**src/rtl/lmask_pkg.sv**
```systemverilog
package lmask_pkg;

  localparam int OP_W = 4;

  typedef enum logic [OP_W-1:0] {
    OP_NOP      = 4'd0,
    OP_VCMP     = 4'd1,
    OP_SAVE     = 4'd2,
    OP_IFAND    = 4'd3,
    OP_ELSEANDN = 4'd4,
    OP_RESTORE  = 4'd5,
    OP_BRVCCZ   = 4'd6,
    OP_BREXECZ  = 4'd7,
    OP_VWRITE   = 4'd8
  } opE;

  // strobes from decode to the mask datapath
  typedef struct packed {
    logic vccLoad;
    logic saveLoad;
    logic execIf;
    logic execElse;
    logic execRestore;
    logic laneWrite;
    logic brOnVcc;
    logic brOnExec;
  } strobeT;

endpackage

```
**src/rtl/lmask_ctrl.sv**
```systemverilog
module lmask_ctrl
  import lmask_pkg::*;
(
  input  logic            instValid,
  input  logic [OP_W-1:0] opcode,
  input  logic            vccZero,
  input  logic            execZero,
  output strobeT          stb,
  output logic            branchTake
);

  always_comb begin
    stb = '0;
    if (instValid) begin
      case (opcode)
        OP_VCMP:     stb.vccLoad     = 1'b1;
        OP_SAVE:     stb.saveLoad    = 1'b1;
        OP_IFAND:    stb.execIf      = 1'b1;
        OP_ELSEANDN: stb.execElse    = 1'b1;
        OP_RESTORE:  stb.execRestore = 1'b1;
        OP_BRVCCZ:   stb.brOnVcc     = 1'b1;
        OP_BREXECZ:  stb.brOnExec    = 1'b1;
        OP_VWRITE:   stb.laneWrite   = 1'b1;
        default:     stb = '0;
      endcase
    end
  end

  assign branchTake = (stb.brOnVcc & vccZero) | (stb.brOnExec & execZero);

endmodule

```
**src/rtl/lmask_dp.sv**
```systemverilog
module lmask_dp
  import lmask_pkg::*;
#(
  parameter int LANES = 64,
  parameter int GROUP = 16,
  parameter int DW    = 8,
  parameter int NSAVE = 2,
  localparam int NGRP  = LANES / GROUP,
  localparam int SEL_W = (NSAVE > 1) ? $clog2(NSAVE) : 1
) (
  input  logic                clk,
  input  logic                rstN,
  input  strobeT              stb,
  input  logic [SEL_W-1:0]    saveSel,
  input  logic [LANES-1:0]    cmpBits,
  input  logic [LANES*DW-1:0] laneData,
  output logic [LANES-1:0]    execMask,
  output logic [LANES-1:0]    vccMask,
  output logic                vccZero,
  output logic                execZero,
  output logic [LANES-1:0]    laneWbEn,
  output logic [LANES*DW-1:0] laneRegs
);

  logic [LANES-1:0] execQ, vccQ;
  logic [LANES-1:0] saveQ [NSAVE];
  logic [LANES-1:0] savedSel;
  logic [LANES-1:0] execNext;
  logic [NGRP-1:0]  grpExecAny, grpVccAny;

  assign savedSel = saveQ[saveSel];

  always_comb begin
    execNext = execQ;
    if (stb.execIf)           execNext = vccQ & execQ;
    else if (stb.execElse)    execNext = savedSel & ~execQ;
    else if (stb.execRestore) execNext = savedSel;
  end

  always_ff @(posedge clk) begin
    if (!rstN) begin
      execQ <= '1;
      vccQ  <= '0;
    end else begin
      execQ <= execNext;
      if (stb.vccLoad) vccQ <= cmpBits & execQ;
    end
  end

  always_ff @(posedge clk) begin
    for (int s = 0; s < NSAVE; s++) begin
      if (!rstN)
        saveQ[s] <= '0;
      else if (stb.saveLoad && (saveSel == SEL_W'(s)))
        saveQ[s] <= execQ;
    end
  end

  // per-group zero detection, one reduction per group of lanes
  for (genvar g = 0; g < NGRP; g++) begin : gGrp
    assign grpExecAny[g] = |execQ[g*GROUP +: GROUP];
    assign grpVccAny[g]  = |vccQ[g*GROUP +: GROUP];
  end

  assign execZero = ~|grpExecAny;
  assign vccZero  = ~|grpVccAny;
  assign laneWbEn = execQ & {LANES{stb.laneWrite}};

  for (genvar l = 0; l < LANES; l++) begin : gLane
    logic [DW-1:0] regQ;
    always_ff @(posedge clk) begin
      if (!rstN)            regQ <= '0;
      else if (laneWbEn[l]) regQ <= laneData[l*DW +: DW];
    end
    assign laneRegs[l*DW +: DW] = regQ;
  end

  assign execMask = execQ;
  assign vccMask  = vccQ;

endmodule

```
**src/rtl/lane_mask_ctrl.sv**
```systemverilog
module lane_mask_ctrl
  import lmask_pkg::*;
#(
  parameter int LANES = 64,
  parameter int GROUP = 16,
  parameter int DW    = 8,
  parameter int NSAVE = 2,
  localparam int SEL_W = (NSAVE > 1) ? $clog2(NSAVE) : 1
) (
  input  logic                clk,
  input  logic                rstN,
  input  logic                instValid,
  input  logic [OP_W-1:0]     opcode,
  input  logic [SEL_W-1:0]    saveSel,
  input  logic [LANES-1:0]    cmpBits,
  input  logic [LANES*DW-1:0] laneData,
  output logic [LANES-1:0]    execMask,
  output logic [LANES-1:0]    vccMask,
  output logic                vccZero,
  output logic                execZero,
  output logic                branchTake,
  output logic [LANES-1:0]    laneWbEn,
  output logic [LANES*DW-1:0] laneRegs
);

  strobeT stb;

  lmask_ctrl u_ctrl (
    .instValid (instValid),
    .opcode    (opcode),
    .vccZero   (vccZero),
    .execZero  (execZero),
    .stb       (stb),
    .branchTake(branchTake)
  );

  lmask_dp #(.LANES(LANES), .GROUP(GROUP), .DW(DW), .NSAVE(NSAVE)) u_dp (
    .clk     (clk),
    .rstN    (rstN),
    .stb     (stb),
    .saveSel (saveSel),
    .cmpBits (cmpBits),
    .laneData(laneData),
    .execMask(execMask),
    .vccMask (vccMask),
    .vccZero (vccZero),
    .execZero(execZero),
    .laneWbEn(laneWbEn),
    .laneRegs(laneRegs)
  );

endmodule

```
**config.mk**
```make
export PLATFORM = sky130hd
export DESIGN_NAME = lane_mask_ctrl
export DESIGN_NICKNAME = d
export VERILOG_FILES = /design/src/rtl/lmask_pkg.sv /design/src/rtl/lmask_ctrl.sv /design/src/rtl/lmask_dp.sv /design/src/rtl/lane_mask_ctrl.sv
export SDC_FILE = /design/constraint.sdc
export NUM_CORES = 2
export LEC_CHECK = 0
export BUFFER_PORTS_ARGS = -buffer_cell sky130_fd_sc_hd__buf_2
export CAP_MARGIN = 10
export CORE_AREA = 2 2 505 507
export CTS_CLUSTER_SIZE = 25
export DETAILED_ROUTE_END_ITERATION = 8
export DIE_AREA = 0 0 507 509
export PLACE_DENSITY = 0.35
export SYNTH_ARGS = -nofsm -noshare
export SYNTH_HDL_FRONTEND = slang
export SYNTH_SLANG_ARGS = --single-unit
export TNS_END_PERCENT = 100
```
**constraint.sdc**
```tcl
create_clock -name clk -period 11.9 [get_ports clk]
set_input_delay 1.19 -clock clk [delete_from_list [all_inputs] [get_ports clk]]
set_output_delay 1.19 -clock clk [all_outputs]
set_load 0.005 [all_outputs]
```
# ---- Yosys cells after proc, flatten, opt, wreduce, memory -nomap -nowiden
# Memory sizes are Yosys's and may differ from the RTL's.
# Index checks and enable logic that the tools add are counted.
# Widths: inputs -> output; s select.
dict set report classes {
  multipliers 0
  div 0
  n_mux 21
  addsub 0
  reduce_logical 7
  n_eq_ne 8
  n_lt_le_gt_ge 0
  shifts 0
  n_bitwise 11
}
# cell n
set ops {}
lappend ops {{$mux 64} 5}
lappend ops {{$and 64x64->64} 4}
lappend ops {{$reduce_or 64->1} 2}
lappend ops {{$not 64->64} 1}
lappend ops {{$eq 4x3->1 const B} 4}
lappend ops {{$mux 1} 15}
lappend ops {{$eq 4x2->1 const B} 2}
lappend ops {{$mux 8} 1}
lappend ops {{$eq 4x1->1 const B} 1}
lappend ops {{$eq 4x4->1 const B} 1}
lappend ops {{$or 1x1->1} 3}
lappend ops {{$reduce_bool 3->1} 1}
lappend ops {{$and 1x1->1} 2}
lappend ops {{$logic_and 1x1->1} 2}
lappend ops {{$logic_not 1->1} 2}
lappend ops {{$not 1->1} 1}
dict set report totals {
  latch_bits 0
  word_cells 114
  romBits 0
  mem_bits_rw 128
  out_inout_bits 707
  memories 1
  ff_bits 640
  input_bits 584
}
# name depth width read_ports rd_clocked_by_memory_dff write_ports line_no
set memory_table {}
lappend memory_table {u_dp.saveQ 2 64 1 0 2 lmask_dp.sv:26} ;# logic [LANES-1:0] saveQ [NSAVE];

# ---- Depth between registers and ports, before layout
dict set report depth {
  ltp_word 8
  depth_mapped 8
  mapped_depth_nobuf 5
}

# ---- Modules after synthesis
# From an unflattened synthesis, not the netlist that was laid out.
dict set report unflattened {
  cells_unflattened 3517
  area_unflattened_um2 32321.0
}
# mod instances area_each_um2 seq_area_each_um2 cells_each
set modules_own_cells {}
lappend modules_own_cells {lmask_dp 1 32203.4 16656.0 3499}
lappend modules_own_cells {lmask_ctrl 1 117.6 0.0 18}

# ---- Worst setup path after synthesis
# OpenSTA, ideal clock, no wires.
dict set report synth_path {
  path_kind {input to register}
  from {input saveSel}
  to {memory u_dp.saveQ[0][0] (enable)}
  required_ns 11.237
  setup_time_ns 0.663
  arrival_ns 8.170
  n_path_buf 2
  setup_slack_ns 3.067
  stages 3
  cell_sequence {buf_2 > buf_1 > o41ai_1}
}
# element line_no
set synth_lines {}
lappend synth_lines {{start, declared} lane_mask_ctrl.sv:14} ;# input logic [SEL_W-1:0] saveSel,
lappend synth_lines {{end, declared} lmask_dp.sv:26}

# ---- Worst setup path after layout
dict set report layout_path {
  from {input opcode[2]}
  to {output laneWbEn[35]}
}
dict set report layout_between {
  elab_chain_len 4
}
# element line_no
set layout_rtl {}
lappend layout_rtl {{start, declared} lane_mask_ctrl.sv:13} ;# input logic [OP_W-1:0] opcode,
lappend layout_rtl {{$eq 4x4->1} lmask_ctrl.sv:15} ;# case (opcode)
lappend layout_rtl {{$mux 1} lmask_ctrl.sv:15}
lappend layout_rtl {{$mux 8} lmask_ctrl.sv:14} ;# if (instValid) begin
lappend layout_rtl {{$and 64x64->64} lmask_dp.sv:67} ;# assign laneWbEn = execQ & {LANES{stb.laneWrite}};
lappend layout_rtl {{end, declared} lane_mask_ctrl.sv:22} ;# output logic [LANES-1:0] laneWbEn,
# No other way between the ends.

==> flow_metrics.tcl <==
set metrics [dict create \
    yosysUniqueCellTypes 34 \
    syn_nets 3919 \
    syn_inst 3335 \
    cts_buffers 102 \
    clkTransAtPathRegs_ns 0.05 \
    h-tree-depth 3 \
    synth-main-ff-cell "dfxtp_1" \
    maxSlewHeadroom_pct 22.3 \
    gr-usage-met1_pct 16.4 \
    power_mw 6.48 \
    worstHoldStart "u_dp.gLane[0].regQ[1]$_SDFFE_PN0P_" \
    slew_violations 0 \
    synth-seq-cells 768 \
    first_global_vias 30500 \
    crit_required_ns 10.71 \
    rows 185 \
    grt-ovfl-total 0 \
    vias_per_cell 3.78 \
    crit_path_end "laneWbEn[35]" \
    synthToLayoutAreaGrowth_pct 44.9 \
    critPathCaptureType "output pin" \
    r2r_slack_ns 10.22 \
    place.gp.congestion 0.868 \
    die_w_um 507 \
    antenna_left 0 \
    grt_use_met3_pct 5.58 \
    path_class "input port to output pin" \
    cts-resized-gates 0 \
    ir_worst_vdd_mv 0.143 \
    cap_violations 0 \
    via_count 30400 \
    final_layout_size_suffix_gt1_share_pct 34.2 \
    hpwl_um 150000 \
    drcViolationCount 0 \
    drt_pass1_iterations 5 \
    io_pins 1291 \
    fill_cells 28600 \
    drt-initial-drc-count 1817 \
    met2_usage_pct 24.6 \
    worst_setup_path_start_kind "input port" \
    p_leak_nw 18.4 \
    nets 5144 \
    wire_per_inst_um 24.1 \
    yosysSeqAreaShare_pct 53.6 \
    synth_top_area_share_pct 41.3 \
    grt.total_usage_pct 14.3 \
    rsz0062_at_grt "no" \
    cp_data_arrival_time_ns 4.40 \
    r2r-start "u_dp.execMask[0]$_SDFFE_PN1P_" \
    tns_ns 0 \
    antenna_found_initial 84 \
    tightest_slew_ns 1.16 \
    start_util_pct 12.3 \
    worstRegToRegCells 4 \
    cp-startpoint "opcode[2]" \
    synth_area_sq_um 31000 \
    cts.sinks 768 \
    wl_um 194000 \
    ctsHoldBuffers 0 \
    clockBufferDepth 3 \
    postSynth.asyncResetShare_pct 0 \
    status "complete, no violations" \
    yosysTopAreaCell "dfxtp_1" \
    ys_top_cells_by_area "dfxtp_1 41%, edfxtp_1 12%, a21boi_0 9.9%, nand3_1 9.3%, nand2_1 7.5%" \
    hold_path_class "flop to flop" \
    finalCriticalPeriod_ns 5.59 \
    grt_max_degree 177 \
    tritoncts "built" \
    grt_first_pass_wirelength_um 261000 \
    avgSynthCellArea_sq_um 9.31 \
    yosysWarnings 0 \
    r2r-end "u_dp.gLane[0].regQ[0]$_SDFFE_PN0P_" \
    die_area_sq_um 258000 \
    fmax_mhz 179 \
    post_cts_buffers 0 \
    core_area_sq_um 253000 \
    synth_edf_count 128 \
    clock_skew_ns 0.0433 \
    die_h_um 509 \
    fin_crit_sh_pct 46.9 \
    root_buffer "clkbuf_16" \
    clk_latency_ns 0.75 \
    top_usage_layer "met2" \
    setup_viol 0 \
    worstPathMaxFanout 134 \
    hold_violations 0 \
    power_density_nw_per_um2 144 \
    port_buffers 1290 \
]
state kept, by name, indices dropped and copies added, names as in the netlist:
register,count
u_dp.execMask,64
u_dp.saveQ,128
u_dp.vccMask,64
u_dp.gLane.regQ,512
cells in the mapped netlist (all sizes together) (2+ instances only):
library cell and n:
a21oi 6, nor2b 58, o221ai 10, clkbuf 167, buf 93, nand3 576
dfxtp 640, a21boi 576, and2b 3, nor2 2, inv 69, nand4 8
nand2b 7, nand2 645, nor4 34, mux2i 60, edfxtp 128, o211ai 59
o311ai 59, and2 129
report_power, final:
group,leakage (nW),switching [mW],internal (mW)
clock network,1.74,1.36,1.92
logic,10.1,0.288,0.188
registers,6.49,0.0390,2.69
worst min-delay path by stage:
stage	depth (start not counted)	slack, ns	end
after global routing	2	0.47	u_dp.gLane[60].regQ[4]$_SDFFE_PN0P_
after detailed placement	2	0.44	u_dp.gLane[0].regQ[1]$_SDFFE_PN0P_
after floorplan	2	0.45	u_dp.gLane[0].regQ[0]$_SDFFE_PN0P_
final	2	0.45	u_dp.gLane[0].regQ[1]$_SDFFE_PN0P_
after global placement	2	0.44	u_dp.gLane[59].regQ[1]$_SDFFE_PN0P_
after CTS	2	0.45	u_dp.gLane[0].regQ[1]$_SDFFE_PN0P_
area by class of cell:
class / count / area [sq um] / area share (%)
diodes: 36 / 90.1 / 0.200
clock buffers: 151 / 3060 / 6.81
clock inverters: 39 / 464 / 1.03
inverters: 69 / 259 / 0.576
multi-input cells: 2238 / 13000 / 29.0
flip-flops and latches: 768 / 16700 / 37.0
well taps: 3366 / 4210 / 9.36
repair buffers: 1381 / 7210 / 16.0
cells in the final DEF, fill, tap and decap left out, types with 8 or more instances in the layout:
| master | count |
|---|---|
| buf_2 | 1287 |
| nor2b_1 | 58 |
| nand2_2 | 28 |
| o311ai_0 | 56 |
| clkbuf_16 | 106 |
| o211ai_1 | 59 |
| nand2_1 | 614 |
| clkinv_2 | 16 |
| clkbuf_1 | 21 |
| clkbuf_8 | 24 |
| diode_2 | 36 |
| nor4_1 | 31 |
| nand4_1 | 8 |
| buf_4 | 88 |
| a21boi_0 | 411 |
| inv_1 | 69 |
| o221ai_1 | 10 |
| and2_1 | 128 |
| edfxtp_1 | 128 |
| a21boi_1 | 165 |
| nand3_1 | 576 |
| dfxtp_1 | 638 |
| mux2i_1 | 60 |
critical path, stage by stage:
cell,delay (ns)
buf_2,0.20
nor4b_4,0.32
buf_4,0.53
buf_4,0.66
buf_12,0.44
nand2_2,0.36
inv_1,0.14
buf_2,0.12
metal layers:
metal	share of wire (%)	vias up
li1	-	14200
met1	39	14700
met2	48	1286
met3	9.5	272
met4	2.9	44
met5	0.14	-
logic make-up after synthesis:
group	synth area share (%)
buffers and inverters	4.63
AOI/OAI and AO/OA	17.4
and+or+nand+nor	22.4
DFF	53.6
muxes	1.93
metrics by stage:
| step | utilization (%) | hold slack, ns | cell area (sq um) | instances | worst slack, ns |
|---|---|---|---|---|---|
| finish | 17.8 | 0.449 | 45000 | 8048 | 6.31 |
| global route | 17.8 | 0.468 | 44900 | 8026 | 6.20 |
| CTS | 17.8 | 0.450 | 44900 | 8012 | 6.39 |
| detailed placement | 16.4 | 0.441 | 41400 | 7822 | 6.41 |
| global placement | 16.4 | 0.439 | 41400 | 7822 | 6.46 |
| floorplan | - | 0.451 | 31000 | 3335 | 3.07 |
No activity file was read; power rests on OpenSTA's default activity.
